## config.mk

```make
export PLATFORM = sky130hd
export DESIGN_NAME = nvx_seq_trigger
export DESIGN_NICKNAME = d
export VERILOG_FILES = /design/src/rtl/nvx_seq_pkg.sv /design/src/rtl/nvx_access_detect.sv /design/src/rtl/nvx_seq_match.sv /design/src/rtl/nvx_req_gate.sv /design/src/rtl/nvx_seq_trigger.sv
export SDC_FILE = /design/constraint.sdc
export NUM_CORES = 1
export LEC_CHECK = 0
export BUFFER_PORTS_ARGS = -buffer_cell sky130_fd_sc_hd__buf_2
export CAP_MARGIN = 20
export CORE_AREA = 3 3 41 43
export CTS_CLUSTER_DIAMETER = 80
export CTS_CLUSTER_SIZE = 16
export DETAILED_ROUTE_END_ITERATION = 7
export DIE_AREA = 0 0 44 46
export GPL_ROUTABILITY_DRIVEN = 0
export PLACE_DENSITY = 0.81
export SLEW_MARGIN = 10
export SYNTH_ARGS = -nofsm -noshare
export SYNTH_HDL_FRONTEND = slang
export SYNTH_HIERARCHICAL = 1
export SYNTH_SLANG_ARGS = --single-unit
```

## constraint.sdc

```tcl
create_clock -name clk -period 2.5 [get_ports clk]
set_clock_uncertainty 0.05 [all_clocks]
set_input_delay 0.375 -clock clk [delete_from_list [all_inputs] [get_ports clk]]
set_output_delay 0.375 -clock clk [all_outputs]
set_load 0.05 [all_outputs]
```

## src/rtl/nvx_seq_pkg.sv

```systemverilog
package nvx_seq_pkg;

    localparam int KEY_W      = 13;
    localparam int PREFIX_LEN = 5;
    localparam int STEP_W     = $clog2(PREFIX_LEN + 1);

    typedef logic [KEY_W-1:0] key_t;

    localparam key_t KEY_SAVE   = 13'h0F0F;
    localparam key_t KEY_RELOAD = 13'h0F0E;

    function automatic key_t prefix_key(input int unsigned idx);
        case (idx)
            0:       return 13'h0000;
            1:       return 13'h1555;
            2:       return 13'h0AAA;
            3:       return 13'h1FFF;
            default: return 13'h10F0;
        endcase
    endfunction

    typedef struct packed {
        logic cs;
        logic we;
    } strobe_t;

    typedef struct packed {
        logic [STEP_W-1:0] step;
    } match_t;

    typedef struct packed {
        logic lock;
        logic busy;
        logic save;
        logic reload;
    } gate_t;

endpackage

```

## src/rtl/nvx_access_detect.sv

```systemverilog
module nvx_access_detect
    import nvx_seq_pkg::*;
(
    input  logic clk,
    input  logic rst_n,
    input  logic cs_n,
    input  logic we_n,
    output logic rd_evt,
    output logic wr_evt
);

    strobe_t prev_q, prev_d;

    always_comb begin
        prev_d.cs = cs_n;
        prev_d.we = we_n;
        // Falling select with strobe high: a read access begins.
        rd_evt = prev_q.cs & ~cs_n & we_n;
        // Select and strobe both low, entered by either edge.
        wr_evt = ~cs_n & ~we_n & (prev_q.cs | prev_q.we);
    end

    always_ff @(posedge clk or negedge rst_n) begin
        if (!rst_n) begin
            prev_q <= '{cs: 1'b1, we: 1'b1};
        end else begin
            prev_q <= prev_d;
        end
    end

endmodule

```

## src/rtl/nvx_seq_match.sv

```systemverilog
module nvx_seq_match
    import nvx_seq_pkg::*;
#(
    parameter int ADDR_W = KEY_W
) (
    input  logic              clk,
    input  logic              rst_n,
    input  logic              enable,
    input  logic              rd_evt,
    input  logic              wr_evt,
    input  logic [ADDR_W-1:0] addr,
    output logic              hit_save,
    output logic              hit_reload
);

    localparam int HIT_W = 1 << STEP_W;
    localparam logic [STEP_W-1:0] LAST_STEP = STEP_W'(PREFIX_LEN);

    logic [HIT_W-1:0] key_hit;

    for (genvar g = 0; g < HIT_W; g++) begin : g_key
        if (g < PREFIX_LEN) begin : g_cmp
            assign key_hit[g] = (addr == ADDR_W'(prefix_key(g)));
        end else begin : g_pad
            assign key_hit[g] = 1'b0;
        end
    end

    match_t q, d;

    always_comb begin
        d          = q;
        hit_save   = 1'b0;
        hit_reload = 1'b0;
        if (!enable || wr_evt) begin
            d.step = '0;
        end else if (rd_evt) begin
            if (q.step == LAST_STEP) begin
                hit_save   = (addr == ADDR_W'(KEY_SAVE));
                hit_reload = (addr == ADDR_W'(KEY_RELOAD));
                d.step     = key_hit[0] ? STEP_W'(1) : '0;
            end else if (key_hit[q.step]) begin
                d.step = q.step + STEP_W'(1);
            end else begin
                // Abort; an entry read restarts immediately.
                d.step = key_hit[0] ? STEP_W'(1) : '0;
            end
        end
    end

    always_ff @(posedge clk or negedge rst_n) begin
        if (!rst_n) begin
            q <= '0;
        end else begin
            q <= d;
        end
    end

endmodule

```

## src/rtl/nvx_req_gate.sv

```systemverilog
module nvx_req_gate
    import nvx_seq_pkg::*;
(
    input  logic clk,
    input  logic rst_n,
    input  logic hit_save,
    input  logic hit_reload,
    input  logic supply_ok,
    input  logic nv_busy,
    output logic locked,
    output logic store_req,
    output logic recall_req
);

    gate_t q, d;

    always_comb begin
        d        = q;
        d.busy   = nv_busy;
        d.save   = 1'b0;
        d.reload = 1'b0;
        if (q.lock) begin
            if (q.busy && !nv_busy) begin
                d.lock = 1'b0;
            end
        end else if (hit_reload) begin
            d.reload = 1'b1;
            d.lock   = 1'b1;
        end else if (hit_save && supply_ok) begin
            d.save = 1'b1;
            d.lock = 1'b1;
        end
    end

    always_ff @(posedge clk or negedge rst_n) begin
        if (!rst_n) begin
            q <= '0;
        end else begin
            q <= d;
        end
    end

    assign locked     = q.lock;
    assign store_req  = q.save;
    assign recall_req = q.reload;

endmodule

```

## src/rtl/nvx_seq_trigger.sv

```systemverilog
module nvx_seq_trigger
    import nvx_seq_pkg::*;
#(
    parameter int ADDR_W = KEY_W
) (
    input  logic              clk,
    input  logic              rst_n,
    input  logic [ADDR_W-1:0] addr,
    input  logic              cs_n,
    input  logic              we_n,
    input  logic              oe_n,
    input  logic              supply_ok,
    input  logic              nv_busy,
    output logic              store_req,
    output logic              recall_req
);

    logic rd_evt;
    logic wr_evt;
    logic hit_save;
    logic hit_reload;
    logic locked;
    logic oe_unused;

    // Output enable plays no part in recognising the pattern.
    assign oe_unused = oe_n;

    nvx_access_detect u_detect (
        .clk    (clk),
        .rst_n  (rst_n),
        .cs_n   (cs_n),
        .we_n   (we_n),
        .rd_evt (rd_evt),
        .wr_evt (wr_evt)
    );

    nvx_seq_match #(
        .ADDR_W (ADDR_W)
    ) u_match (
        .clk        (clk),
        .rst_n      (rst_n),
        .enable     (~locked),
        .rd_evt     (rd_evt),
        .wr_evt     (wr_evt),
        .addr       (addr),
        .hit_save   (hit_save),
        .hit_reload (hit_reload)
    );

    nvx_req_gate u_gate (
        .clk        (clk),
        .rst_n      (rst_n),
        .hit_save   (hit_save),
        .hit_reload (hit_reload),
        .supply_ok  (supply_ok),
        .nv_busy    (nv_busy),
        .locked     (locked),
        .store_req  (store_req),
        .recall_req (recall_req)
    );

endmodule

```

### Yosys cells after proc, flatten, opt, wreduce, memory -nomap -nowiden

Index checks and enable logic that the tools add are counted.

* word-level logic and storage cells: 49
* register bits: 9
* input port bits: 20
* output and inout port bits: 2

* bitwise gates (word level): 7
* reduce and logical (&&, ||, !) cells: 6
* equality and inequality tests: 7
* mux-type cells: 20
* $add $sub $neg: 1
* order comparisons: 1

Operator list (number)
* 13-bit by 12-bit equality test with 1-bit output (second input constant): 3
* 13-bit equality test (second input constant): 3
* 1-bit 2-to-1 mux: 14
* 13-bit zero test: 1
* 3-bit 2-to-1 mux: 4
* 1-bit bitwise AND: 4
* 3-bit by 4-bit less-than comparator with 1-bit output (second input constant): 1
* 3-bit by 1-bit adder with 3-bit output (second input constant): 1
* 1-bit binary-select mux with 3-bit select: 1
* 3-bit equality test (second input constant): 1
* 1-bit logical AND: 2
* 2-bit 2-to-1 mux: 1
* 1-bit inverter: 2
* 2-bit nonzero test: 1
* 1-bit zero test: 1
* 1-bit logical OR: 1
* 1-bit bitwise OR: 1

### Logic depth before layout (Yosys ltp)

Gate-level depths: netlist of run 1.

* depth after elaboration: 9
* gate-level depth with buffers: 8
* depth with buffers taken out: 8

### Modules after synthesis

The synthesis of run 1 kept the hierarchy.

By module, submodules not included
* nvx_seq_match: cells each 49, sequential area each 75.1 um2, times used 1, area an instance 376.6 um2
* nvx_req_gate: cells each 10, sequential area each 100.1 um2, times used 1, area an instance 137.6 um2
* nvx_access_detect: cells each 6, sequential area each 52.6 um2, times used 1, area an instance 73.8 um2
* nvx_seq_trigger: cells each 1, sequential area each 0.0 um2, times used 1, area an instance 3.8 um2

### Worst setup path before layout of run 1

Ideal clock, no wire load.

* path type: input port to flip-flop
* start: in addr[1]
* end: reg u_match/q[0] (netlist name)
* stages: 6
* arrival: 1.874 ns
* library setup time: 0.064 ns
* data required time: 2.386 ns
* buffers on the path: 0
* path slack: 0.512 ns
* path through: or4_1 -> or4_1 -> a21oi_2 -> nor3_1 -> nor4b_2 -> a211o_1

* longest elaborated chain between the ends: 7
* elaborated cells between the ends (all ways): 12
* classes of those cells: eq/ne: 4; mux: 7; reduce/logical: 1

Ends and longest elaborated chain
* start: declaration: RTL line nvx_seq_trigger.sv:8 `input logic [ADDR_W-1:0] addr,`
* 13-bit equality test (tied with other cells): RTL line nvx_seq_match.sv:23 `assign key_hit[g] = (addr == ADDR_W'(prefix_key(g)));`
* 1-bit binary-select mux with 3-bit select: RTL line nvx_seq_match.sv:42 `end else if (key_hit[q.step]) begin`
* 1-bit 2-to-1 mux (implied by the code): RTL line nvx_seq_match.sv:42
* 3-bit 2-to-1 mux: RTL line nvx_seq_match.sv:42
* 3-bit 2-to-1 mux (*): RTL line nvx_seq_match.sv:38 `if (q.step == LAST_STEP) begin`
* 3-bit 2-to-1 mux (*): RTL line nvx_seq_match.sv:37 `end else if (rd_evt) begin`
* 3-bit 2-to-1 mux (*): RTL line nvx_seq_match.sv:35 `if (!enable || wr_evt) begin`
* end signal: assignment: RTL line nvx_seq_match.sv:53 `q <= '0;`
* end signal: assignment: RTL line nvx_seq_match.sv:55 `q <= d;`
* end: declaration: RTL line nvx_seq_match.sv:29 `match_t q, d;`

Every way passes the cells marked *; elsewhere a longest branch is shown, timed or not. The select of a mux whose other input is x is not followed.
A chain may end at the register's enable or synchronous reset.

==> results by stage, run 1 <==
Min path:
- The worst hold path terminates at u_detect/prev_q[1]$_DFF_PN1_.
- The path class of the tightest hold or removal check is in -> reg.
- The worst hold path begins at cs_n.
- Along the worst hold path, the cell count comes to 1.

Synth:
- The synthesized cell area is 591.8 µm².
- Dividing the synthesized area by the synthesized cell count gives 8.967 µm².
- In the synthesized netlist the async set-or-reset flop fraction comes to 100.0%.
- After synthesis the netlist holds a flip-flop and latch count of 9.
- The count of warnings emitted by yosys is 6.
- Of the synthesized area, sequential elements account for 38.48%.
- The primary flip-flop cell chosen by synthesis mapping is sky130_fd_sc_hd__dfrtp_1.
- The number of instances in the synthesized netlist is 66.
- Synthesis produced a netlist with a net count of 88.
- The count of distinct cell types in the synthesized netlist is 27.
- Yosys mapped a number of flops with a built-in enable equal to 0.

CTS:
- The root buffer cell chosen for the clock tree is sky130_fd_sc_hd__clkbuf_4.
- The clock network latency to the later pin of the worst-skew pair is 250 ps.
- Counting along the longest clock path gives a buffer depth of 2.
- The buffer count from post-CTS setup fixing is 0.
- The tree built by TritonCTS fans out to 9 sinks.
- The clock-pin slew reported for the worst setup and hold paths after clock tree synthesis is 60 ps.
- The number of buffers created by CTS is 3.
- CTS built an H-tree with a depth of 1.
- TritonCTS built the clock tree.

STA:
- Dividing the final minimum period by the clock period gives 87.15%.
- The hold violation count in the final report is 0.
- The count of endpoints failing setup in the final report is 0.
- The worst pin sits at a relative slew slack of 70.25%.
- The worst path needs 2179 ps of the cycle, external delays included.
- The final max-slew violation count is 0.
- At the pin with the least slew margin, the transition time is 442.2 ps.
- Setup repair after global routing left no endpoint under its margin.
- Static timing analysis puts the maximum clock frequency at 459.0 MHz.
- The final-layout setup total negative slack is 0 ps.

Drt:
- For this run, the detailed router's first-pass iteration total came to 4.
- Dividing the detail-routed wire length by the instance count gives 12.34 µm.
- Summing over every cut layer, the via total after detailed routing is 585.
- The total wire length is 1.320 mm.
- The number of nets with antenna violations after detailed routing is 0.
- In this run, the number of DRC markers left after iteration 0 of detailed routing was 7.
- Dividing the detail-routed via count by the number of cells gives 5.467.
- After detailed routing, the number of remaining DRC violations is 0.

Cells and area:
- The diode insertion count for antenna repair is 0.
- The share of post-route cells with drive strength above 1 is 36.96%.
- Relative to the synthesized area, the layout overhead comes to 27.48%.
- The utilization after layout is 56.57%.
- The net count of the finished layout is 115.
- Leaving out fill and tap cells, the most frequent cell in the layout is sky130_fd_sc_hd__buf_2.
- The top cell types in the final layout, fill and taps aside, are 20 x sky130_fd_sc_hd__buf_2, 10 x sky130_fd_sc_hd__nor2_1, 8 x sky130_fd_sc_hd__nand2_1.

GRT:
- The first global-routing pass estimated 2.318 mm of wire.
- Entering global routing, the biggest net connects 10 pins.
- The number of antenna violations at the first check in global routing is 0.
- The total global routing track utilization is 15.45%.
- The total overflow left after global routing is 0.
- The number of global-route vias before repair is 567.

Worst setup path:
- Data on the critical path arrives at its endpoint at 2310 ps.
- Counting cells, the worst reg-to-reg path comes to 8.
- The worst setup path is launched from a register.
- The critical path is of the reg -> reg type.
- The maximum net fanout on the critical path is 7.
- At the worst endpoint, the required time is 2630 ps.
- The minimum setup slack among reg-to-reg paths is 320 ps.
- The endpoint kind of the worst setup timing path is a register.
- In this run the critical register-to-register path is captured at u_gate/locked$_DFF_PN0_.
- The launch instance of the worst register-to-register path is u_detect/prev_q[0]$_DFF_PN1_.

Placed design:
- The quantity of I/O buffers inserted on ports is 20.
- The placed wire-length estimate is 1.129 mm.

Floorplanning:
- In this run the count of I/O pins placed on the die edge is 22.
- The floorplan core area is 0.001334 mm².
- The floorplan die height is 46 µm.
- The width of the die is 44 µm.
- The die outline area is 0.002024 mm².
- The initial cell density of the core is 44.37%.
- The standard-cell row count is 13.

Power and ir drop:
- The total power per unit cell area is 387.3 mW/mm².
- The leakage component of the power is 0.0003495 µW.
- Across the VDD grid, the largest voltage drop is 0.0001274 V.

Status:
- The run finished with clean final reports.

Flow run:
- Across the run, the number of max-cap violations was 0.
## through the flow
| step | setup slack [ps] | total power (µW) | area [µm²] | cells | hold slack, ps |
|---|---|---|---|---|---|
| CTS | 313.7 | 296.6 | 754.5 | 107 | 197.2 |
| global placement | 337.0 | 185.4 | 718.2 | 102 | 178.2 |
| finish | 321.2 | 292.2 | 754.5 | 107 | 200.1 |
| detailed placement | 308.9 | 187.4 | 718.2 | 102 | 184.8 |
| global route | 146.7 | 311.2 | 754.5 | 107 | 190.7 |
| floorplan | 511.7 | 163.0 | 591.8 | 66 | 29.41 |
## power by group
part	switching [µW]	internal (µW)	leakage (µW)
combinational	18.4	16.8	0.000218
clock	45.4	61.2	0.0000150
sequential	1.03	149	0.000117
## cell type report
type	count	area [µm²]
Fill cell	129	579.3
Multi-Input combinational cell	54	352.8
Sequential cell	9	227.7
Timing Repair Buffer	22	117.6
Clock buffer	4	26.28
Tap cell	15	18.77
Inverter	3	11.26
## layer usage
metal	share of wire [%]	vias up	GRT usage, %
li1	-	294	-
met4	0.83	0	7.229
met5	0	-	0
met2	51	17	26.74
met1	42	272	18.38
met3	6.0	2	2.767
## worst max-delay path: stages, from the launching register on
cell	delay, ps
sky130_fd_sc_hd__dfstp_2	360
sky130_fd_sc_hd__nor2_1	130
sky130_fd_sc_hd__nor3_2	50
sky130_fd_sc_hd__nor2b_1	370
sky130_fd_sc_hd__nand4_1	170
sky130_fd_sc_hd__or4_1	580
sky130_fd_sc_hd__nor2_1	200
sky130_fd_sc_hd__nor2_1	90
sky130_fd_sc_hd__a2bb2oi_2	110
## how the worst max path moves through the flow
stage | startpoint | end | slack, ps
floorplan | addr[1] | u_match/q[0]$_DFFE_PN0P_ | 510
global placement | addr[1] | u_match/q[0]$_DFFE_PN0P_ | 340
detailed placement | addr[1] | u_match/q[0]$_DFFE_PN0P_ | 310
CTS | u_detect/prev_q[0]$_DFF_PN1_ | u_gate/store_req$_DFF_PN0_ | 310
global route | u_detect/prev_q[0]$_DFF_PN1_ | u_gate/store_req$_DFF_PN0_ | 150
finish | u_detect/prev_q[0]$_DFF_PN1_ | u_gate/locked$_DFF_PN0_ | 320
## flip-flops by register name, indices dropped and copies added, names as in the netlist
| signal | count |
|---|---|
| u_gate/recall_req | 1 |
| u_gate/locked | 1 |
| u_gate/q | 1 |
| u_match/q | 3 |
| u_gate/store_req | 1 |
| u_detect/prev_q | 2 |
## logic make-up (layout without fill, tap and decap cells)
group                    Yosys count  count (layout)  share of synthesized area [%]
AO/OA/AOI/OAI                      9               9                          12.26
buffers and inverters              3              29                          1.903
AND/OR/NAND/NOR                   43              43                          43.13
flip-flops                         9               9                          38.48
adder cells (fa/ha/maj)            2               2                          4.228
## cells in the mapped netlist, types with 2 or more instances
master                     count  area share [%]
sky130_fd_sc_hd__nor2_1       10             6.3
sky130_fd_sc_hd__nand4b_1      2             3.0
sky130_fd_sc_hd__nor3_1        3             2.5
sky130_fd_sc_hd__nand4_1       2             2.1
sky130_fd_sc_hd__nand3b_1      2             2.5
sky130_fd_sc_hd__dfrtp_1       7              30
sky130_fd_sc_hd__inv_1         3             1.9
sky130_fd_sc_hd__nand3_1       4             3.4
sky130_fd_sc_hd__ha_1          2             4.2
sky130_fd_sc_hd__dfstp_2       2             8.9
sky130_fd_sc_hd__o21ai_0       3             2.5
sky130_fd_sc_hd__nor2b_1       2             2.1
sky130_fd_sc_hd__nand2_1       8             5.1
sky130_fd_sc_hd__or4_1         3             3.8
## repair_timing
action / in CTS / in global routing
gates resized for setup: 0 / 0
endpoints found under the hold margin: 7 / 0
hold buffers: 1 / 0
Note: power is estimated with default switching activity, not from simulation.
==> run 2, diff against run 1 <==
PLACE_DENSITY = 0.8   (was 0.81)
==> results by stage, run 2 (same netlist as run 1, synthesis figures left out) <==
Status:
- The flow ran to the end, and the final reports show no timing, DRC or antenna violations.

Worst setup path:
- The signal on the critical path passes through nor2_1 -> nor3_2 -> nor2b_1 -> nand4_1 -> or4_1 -> nor2_1 -> nor2_1 -> a2bb2oi_2.
- On the worst path, the slowest cell contributes a delay of 570 ps.
- The sort of element at the start of the critical path is a register.
- In this design, the critical path's most frequently occurring cell is sky130_fd_sc_hd__nor2_1.
- The worst setup path is captured at a register.
- The critical register-to-register path endpoint is u_gate/locked$_DFF_PN0_.
- The buffers plus inverters on the worst setup path is 0.
- At the worst endpoint, the arrival time is 2310 ps.
- The critical path class is reg -> reg.
- The launch instance of the worst register-to-register path is u_detect/prev_q[0]$_DFF_PN1_.
- The cell family with the largest share of critical-path delay is simple AND/OR/NAND/NOR gates.
- The maximum net fanout on the critical path is 7.
- The worst register-to-register path has a setup slack of 310 ps.
- At the worst endpoint, the required time is 2630 ps.
- The slowest cell on the critical path is sky130_fd_sc_hd__or4_1.
- The number of cell instances on the worst register-to-register path is 8.

CTS:
- In this run, CTS created clock tree buffers numbering 3.
- The number of setup buffers added after CTS is 0.
- The count of H-tree levels built during CTS is 1.
- The TritonCTS sink count is 9.
- The count of instances resized after the clock tree is built is 0.
- TritonCTS built the clock tree.
- The clock network latency to the later pin of the worst-skew pair is 250 ps.
- Counting along the longest clock path gives a buffer depth of 2.
- The clock-pin slew reported for the worst setup and hold paths after clock tree synthesis is 60 ps.
- The tree is rooted in a sky130_fd_sc_hd__clkbuf_4.

GRT:
- The maximum number of pins on one net before global-route repair is 10.
- The total global routing track utilization is 15.42%.
- The global-route wire length before repair is 2.325 mm.
- The overflow left after global routing is 0.
- The number of antenna violations at the first check in global routing is 0.
- The number of global-route vias before repair was 573.

Cells and area:
- The number of antenna diodes in the final layout is 0.
- The finished layout holds 107 standard cells, fillers aside.
- The most common cell after layout, fill and taps aside is sky130_fd_sc_hd__buf_2.
- Ranked by flip-flop count, first place goes to u_match/q.
- Summing all multi-input logic gate instances after layout gives 352.8 µm².
- In the final layout, flip-flops and latches occupy 227.7 µm².
- The area growth from synthesis to layout is 27.48%.
- After filler insertion, the fill cell instance count of the layout stands at 131.
- For this run, the post-layout net count is 115.
- The number of flip-flops in the largest register is 3.
- The share of post-route cells with drive strength above 1 is 36.96%.
- The top cell types in the final layout, fill and taps aside, are 20 x sky130_fd_sc_hd__buf_2, 10 x sky130_fd_sc_hd__nor2_1, 8 x sky130_fd_sc_hd__nand2_1.
- In the final layout, the registers with the most flip-flops are u_match/q (3), u_detect/prev_q (2).

STA:
- The worst pin sits at a relative slew slack of 66.93%.
- The final-layout setup total negative slack is 0 ps.
- For the finished layout, the period the worst path requires is 2187 ps.
- The highest achievable clock rate is 457.3 MHz.
- The transition time at the pin with the least slew margin is 495.1 ps.
- Setup repair after global routing left no endpoint under its margin.
- The count of endpoints failing setup in the final report is 0.
- The share of the clock period used by the worst path is 87.47%.
- The hold violation count in the final report came to 0.
- The final max-slew violation count is 0.

Drt:
- The final route contains 587 vias.
- Dividing the detail-routed wire length by the instance count gives 12.42 µm.
- After detailed routing, the total wire length is 1.329 mm.
- The number of DRC markers after the initial detailed-route iteration is 9.
- The post-detailed-route via-to-cell ratio is 5.486.
- The number of nets with antenna violations after detailed routing is 0.
- The number of DRC violations after detailed routing is 0.
- The number of search-and-repair iterations in the first detailed-routing pass is 4.

Power and ir drop:
- Summed over all cells, the static leakage comes to 0.0003495 µW.
- For this design the ratio of total power to cell area is 388.1 mW/mm².
- The highest ir drop seen on vdd is 0.0002106 V.

Placed design:
- The number of cells after detailed placement is 102.
- The quantity of I/O buffers inserted on ports is 20.
- The placed wire-length estimate is 1.072 mm.

Floorplanning:
- The top-level I/O count is 22.
- The initialized floorplan defines 13 standard-cell rows.
- The die covers 0.002024 mm².
- The floorplan die height is 46 µm.
- The core region is 0.001334 mm².
- The initial utilization of the core area, before any placement, comes to 44.37%.
- The width of the die is 44 µm.

Min path:
- The worst hold path begins at we_n.
- The min-delay analysis places its worst path in the category in -> reg.
- The worst hold path depth is 1.
- The worst hold path terminates at u_detect/prev_q[0]$_DFF_PN1_.

Flow run:
- The max capacitance violation total is 0.
-- run 2: cell counts in the layout (fill, tap and decap cells not counted) --
Identical to the previous run, type by type.
-- run 2: cell type report --
cell class / instances / area share [%]
repair buffers: 22 / 15.59
flip-flops and latches: 9 / 30.18
multi-input cells: 54 / 46.77
clock buffers: 4 / 3.483
inverters: 3 / 1.493
well taps: 15 / 2.488
-- run 2: worst max-delay path by stage --
stage	start	to	slack, ps	cells after the start
final	u_detect/prev_q[0]$_DFF_PN1_	u_gate/locked$_DFF_PN0_	310	8
after global routing	u_detect/prev_q[1]$_DFF_PN1_	u_gate/locked$_DFF_PN0_	70	8
after CTS	u_detect/prev_q[0]$_DFF_PN1_	u_gate/locked$_DFF_PN0_	300	8
after detailed placement	cs_n	u_gate/locked$_DFF_PN0_	300	8
after global placement	addr[1]	u_match/q[0]$_DFFE_PN0P_	330	7
after floorplan	addr[1]	u_match/q[0]$_DFFE_PN0P_	510	6
-- run 2: report_power, final --
part / total, µW / switching [µW] / internal (µW)
logic: 35.1 / 18.3 / 16.8
clock network: 107 / 46.2 / 61.2
registers: 150 / 0.847 / 149
-- run 2: metrics by stage --
stage / worst slack, ps / area (µm²) / utilization (%) / total power [µW] / hold WS [ps]
after global routing: 71.18 / 754.5 / 56.57 / 309.6 / 188.2
final: 313.3 / 754.5 / 56.57 / 292.8 / 196.4
after global placement: 328.5 / 718.2 / 53.85 / 185.4 / 181.9
after CTS: 299.0 / 754.5 / 56.57 / 297.1 / 190.3
after detailed placement: 298.0 / 718.2 / 53.85 / 187.0 / 183.8
after floorplan: 511.7 / 591.8 / - / 163.0 / 29.41
-- run 2: timing repair --
action | in CTS | in global routing
hold buffers | 1 | 0
setup endpoints to repair | 0 | 0
hold endpoints to repair | 7 | 0
-- run 2: routing by layer --
layer  up-vias  track usage, %  share of wire, %
met5         -               0                 0
met1       269           18.55                44
met4         0           5.422               1.3
met3         2           3.557               6.7
met2        22           26.74                48
li1        294               -                 -
==> run 3, diff against run 2 <==
MAX_ROUTING_LAYER = met4   (was default)
==> results by stage, run 3 (same netlist as run 1, synthesis figures left out) <==
Status:
- The run finished with clean final reports.

CTS:
- The TritonCTS sink count is 9.
- The largest buffer count on any clock path is 2.
- The clock-pin slew reported for the worst setup and hold paths after clock tree synthesis is 60 ps.
- The clock network latency to the later pin of the worst-skew pair is 250 ps.
- The library cell used as clock root buffer is sky130_fd_sc_hd__clkbuf_4.
- Post-CTS timing repair inserted 0 buffers for setup.
- The count of H-tree levels built during CTS is 1.
- The number of clock buffers added by TritonCTS is 3.
- TritonCTS built the clock tree.

Power and ir drop:
- The total chip power is 292.9 µW.
- The total power per unit cell area is 388.2 mW/mm².
- The analysis attributes to cell leakage a power of 0.0003495 µW.
- The highest ir drop seen on vdd is 0.0002106 V.

Placed design:
- Including well taps, the total number of placed cells is 102.
- The total placed instance area is 718.2 µm².
- The placed wire-length estimate is 1.072 mm.
- The quantity of I/O buffers inserted on ports is 20.

Floorplanning:
- The standard-cell row count is 13.
- The die is 44 µm wide.
- The floorplan die height is 46 µm.
- The initial cell density of the core is 44.37%.
- The floorplan step defined a die boundary enclosing 0.002024 mm².
- The floorplan step defined a core boundary enclosing 0.001334 mm².
- 22 I/O pins were placed.

Worst setup path:
- The cell family with the largest share of critical-path delay is simple AND/OR/NAND/NOR gates.
- STA puts the critical path data arrival time at 2320 ps.
- The cell repeated most along the worst path is sky130_fd_sc_hd__nor2_1.
- Along the worst path, the maximum fanout reaches 7.
- The critical path in this run is classified as reg -> reg.
- The sort of element at the start of the critical path is a register.
- The critical path contains buffers and inverters numbering 0 combined.
- Walking the worst path, the cells encountered are nor2_1 -> nor3_2 -> nor2b_1 -> nand4_1 -> or4_1 -> nor2_1 -> nor2_1 -> a2bb2oi_2.
- STA classifies the critical path endpoint as a register.
- The peak per-stage delay on the critical path is 570 ps.
- On the critical path, the stage with the largest delay is an instance of sky130_fd_sc_hd__or4_1.
- STA puts the critical path data required time at 2630 ps.

Drt:
- Summed over all nets, wire length on met2 after detailed routing comes to 639 µm.
- The post-detailed-route via-to-cell ratio is 5.486.
- For this block, the routed nets add up to 1.329 mm of wire.
- Once detail routing completed, the nets flagged for antenna violations numbered 0.
- The length of routed wiring on met1 is 582 µm.
- For this block, the initial DRC count from the detailed router was 9.
- The overall via count from detail_route is 587.
- Dividing the detail-routed wire length by the instance count gives 12.42 µm.
- The number of search-and-repair iterations in the first detailed-routing pass is 4.
- The detailed router used layers up to and including met4.
- In the detailed route, the total length drawn on met3 is 89 µm.
- The number of DRC violations after detailed routing is 0.

STA:
- After routing, the total negative slack on setup checks comes to 0 ps.
- The highest achievable clock rate is 457.3 MHz.
- The share of the clock period used by the worst path is 87.47%.
- The headroom to the max-slew limit is 66.93%.
- Setup repair after global routing left no endpoint under its margin.
- The transition time at the pin with the least slew margin is 495.1 ps.
- The final max-slew violation count is 0.
- The count of endpoints failing setup in the final report is 0.
- The hold violation count in the final report is 0.
- The worst path in the final design needs a cycle of 2187 ps, including I/O delays and setup.

Cells and area:
- The diode insertion count for antenna repair is 0.
- After the last flow step, the layout net total stands at 115.
- The most common cell after layout, fill and taps aside is sky130_fd_sc_hd__buf_2.
- The register with the most flip-flops in the layout has 3 of them.
- The share of post-route cells with drive strength above 1 is 36.96%.
- The post-route cell area is 754.5 µm².
- After the flow finishes, the layout carries non-filler instances totaling 107.
- The area growth from synthesis to layout is 27.48%.
- The top cell types in the final layout, fill and taps aside, are 20 x sky130_fd_sc_hd__buf_2, 10 x sky130_fd_sc_hd__nor2_1, 8 x sky130_fd_sc_hd__nand2_1.
- u_match/q holds more flip-flops than any other register.
- The largest registers in the layout are u_match/q (3), u_detect/prev_q (2).

GRT:
- The number of global-route vias before repair is 574.
- The first global-routing pass estimated 2.325 mm of wire.
- The total overflow left after global routing is 0.
- The total global routing track utilization is 15.87%.
- Entering global routing, the biggest net connects 10 pins.
- The number of antenna violations at the first check in global routing came to 0.

Min path:
- The min-delay analysis places its worst path in the category in -> reg.

Flow run:
- Across the run, the number of max-cap violations was 0.
[run 3: cell counts in the layout (fill, tap and decap cells not counted)]
No cell type changed its count.
[run 3: power by group]
group,internal (µW),switching (µW),leakage [µW]
logic,16.8,18.3,0.000218
registers,149,0.847,0.000117
clock network,61.2,46.3,0.0000150
[run 3: layout make-up]
cell class,instances,area (µm²)
well taps,15,18.77
fillers,131,579.3
clock buffers,4,26.28
multi-input cells,54,352.8
repair buffers,22,117.6
flip-flops and latches,9,227.7
inverters,3,11.26
[run 3: routing by layer]
metal	GRT usage (%)	up-vias
met5	-	-
met1	18.55	269
met3	3.557	2
li1	-	294
met2	26.74	22
met4	5.422	0
[run 3: worst paths after layout]
path                                               from  cells past startpoint  slack [ps]                      endpoint
hold / removal                                     we_n                      1         200  u_detect/prev_q[0]$_DFF_PN1_
setup reg to reg           u_detect/prev_q[0]$_DFF_PN1_                      8         310       u_gate/locked$_DFF_PN0_
hold reg to reg                 u_gate/locked$_DFF_PN0_                      1         460   u_gate/recall_req$_DFF_PN0_
min in group asynchronous                         rst_n                      2         450   u_gate/recall_req$_DFF_PN0_
setup / recovery           u_detect/prev_q[0]$_DFF_PN1_                      8         310       u_gate/locked$_DFF_PN0_
max in group asynchronous                         rst_n                      2        1710  u_detect/prev_q[1]$_DFF_PN1_
[run 3: what timing repair did]
item,4_1_cts,5_1_grt
hold buffers,1,0
gates resized for setup,0,0
endpoints found under the hold margin,7,0
[run 3: metrics by stage]
step,hold slack [ps],setup slack [ps],util (%)
2_1_floorplan,29.41,511.7,-
3_3_place_gp,181.9,328.5,53.85
3_5_place_dp,183.8,298.0,53.85
4_1_cts,190.3,299.0,56.57
5_1_grt,188.2,71.18,56.57
6_report,196.3,313.3,56.57
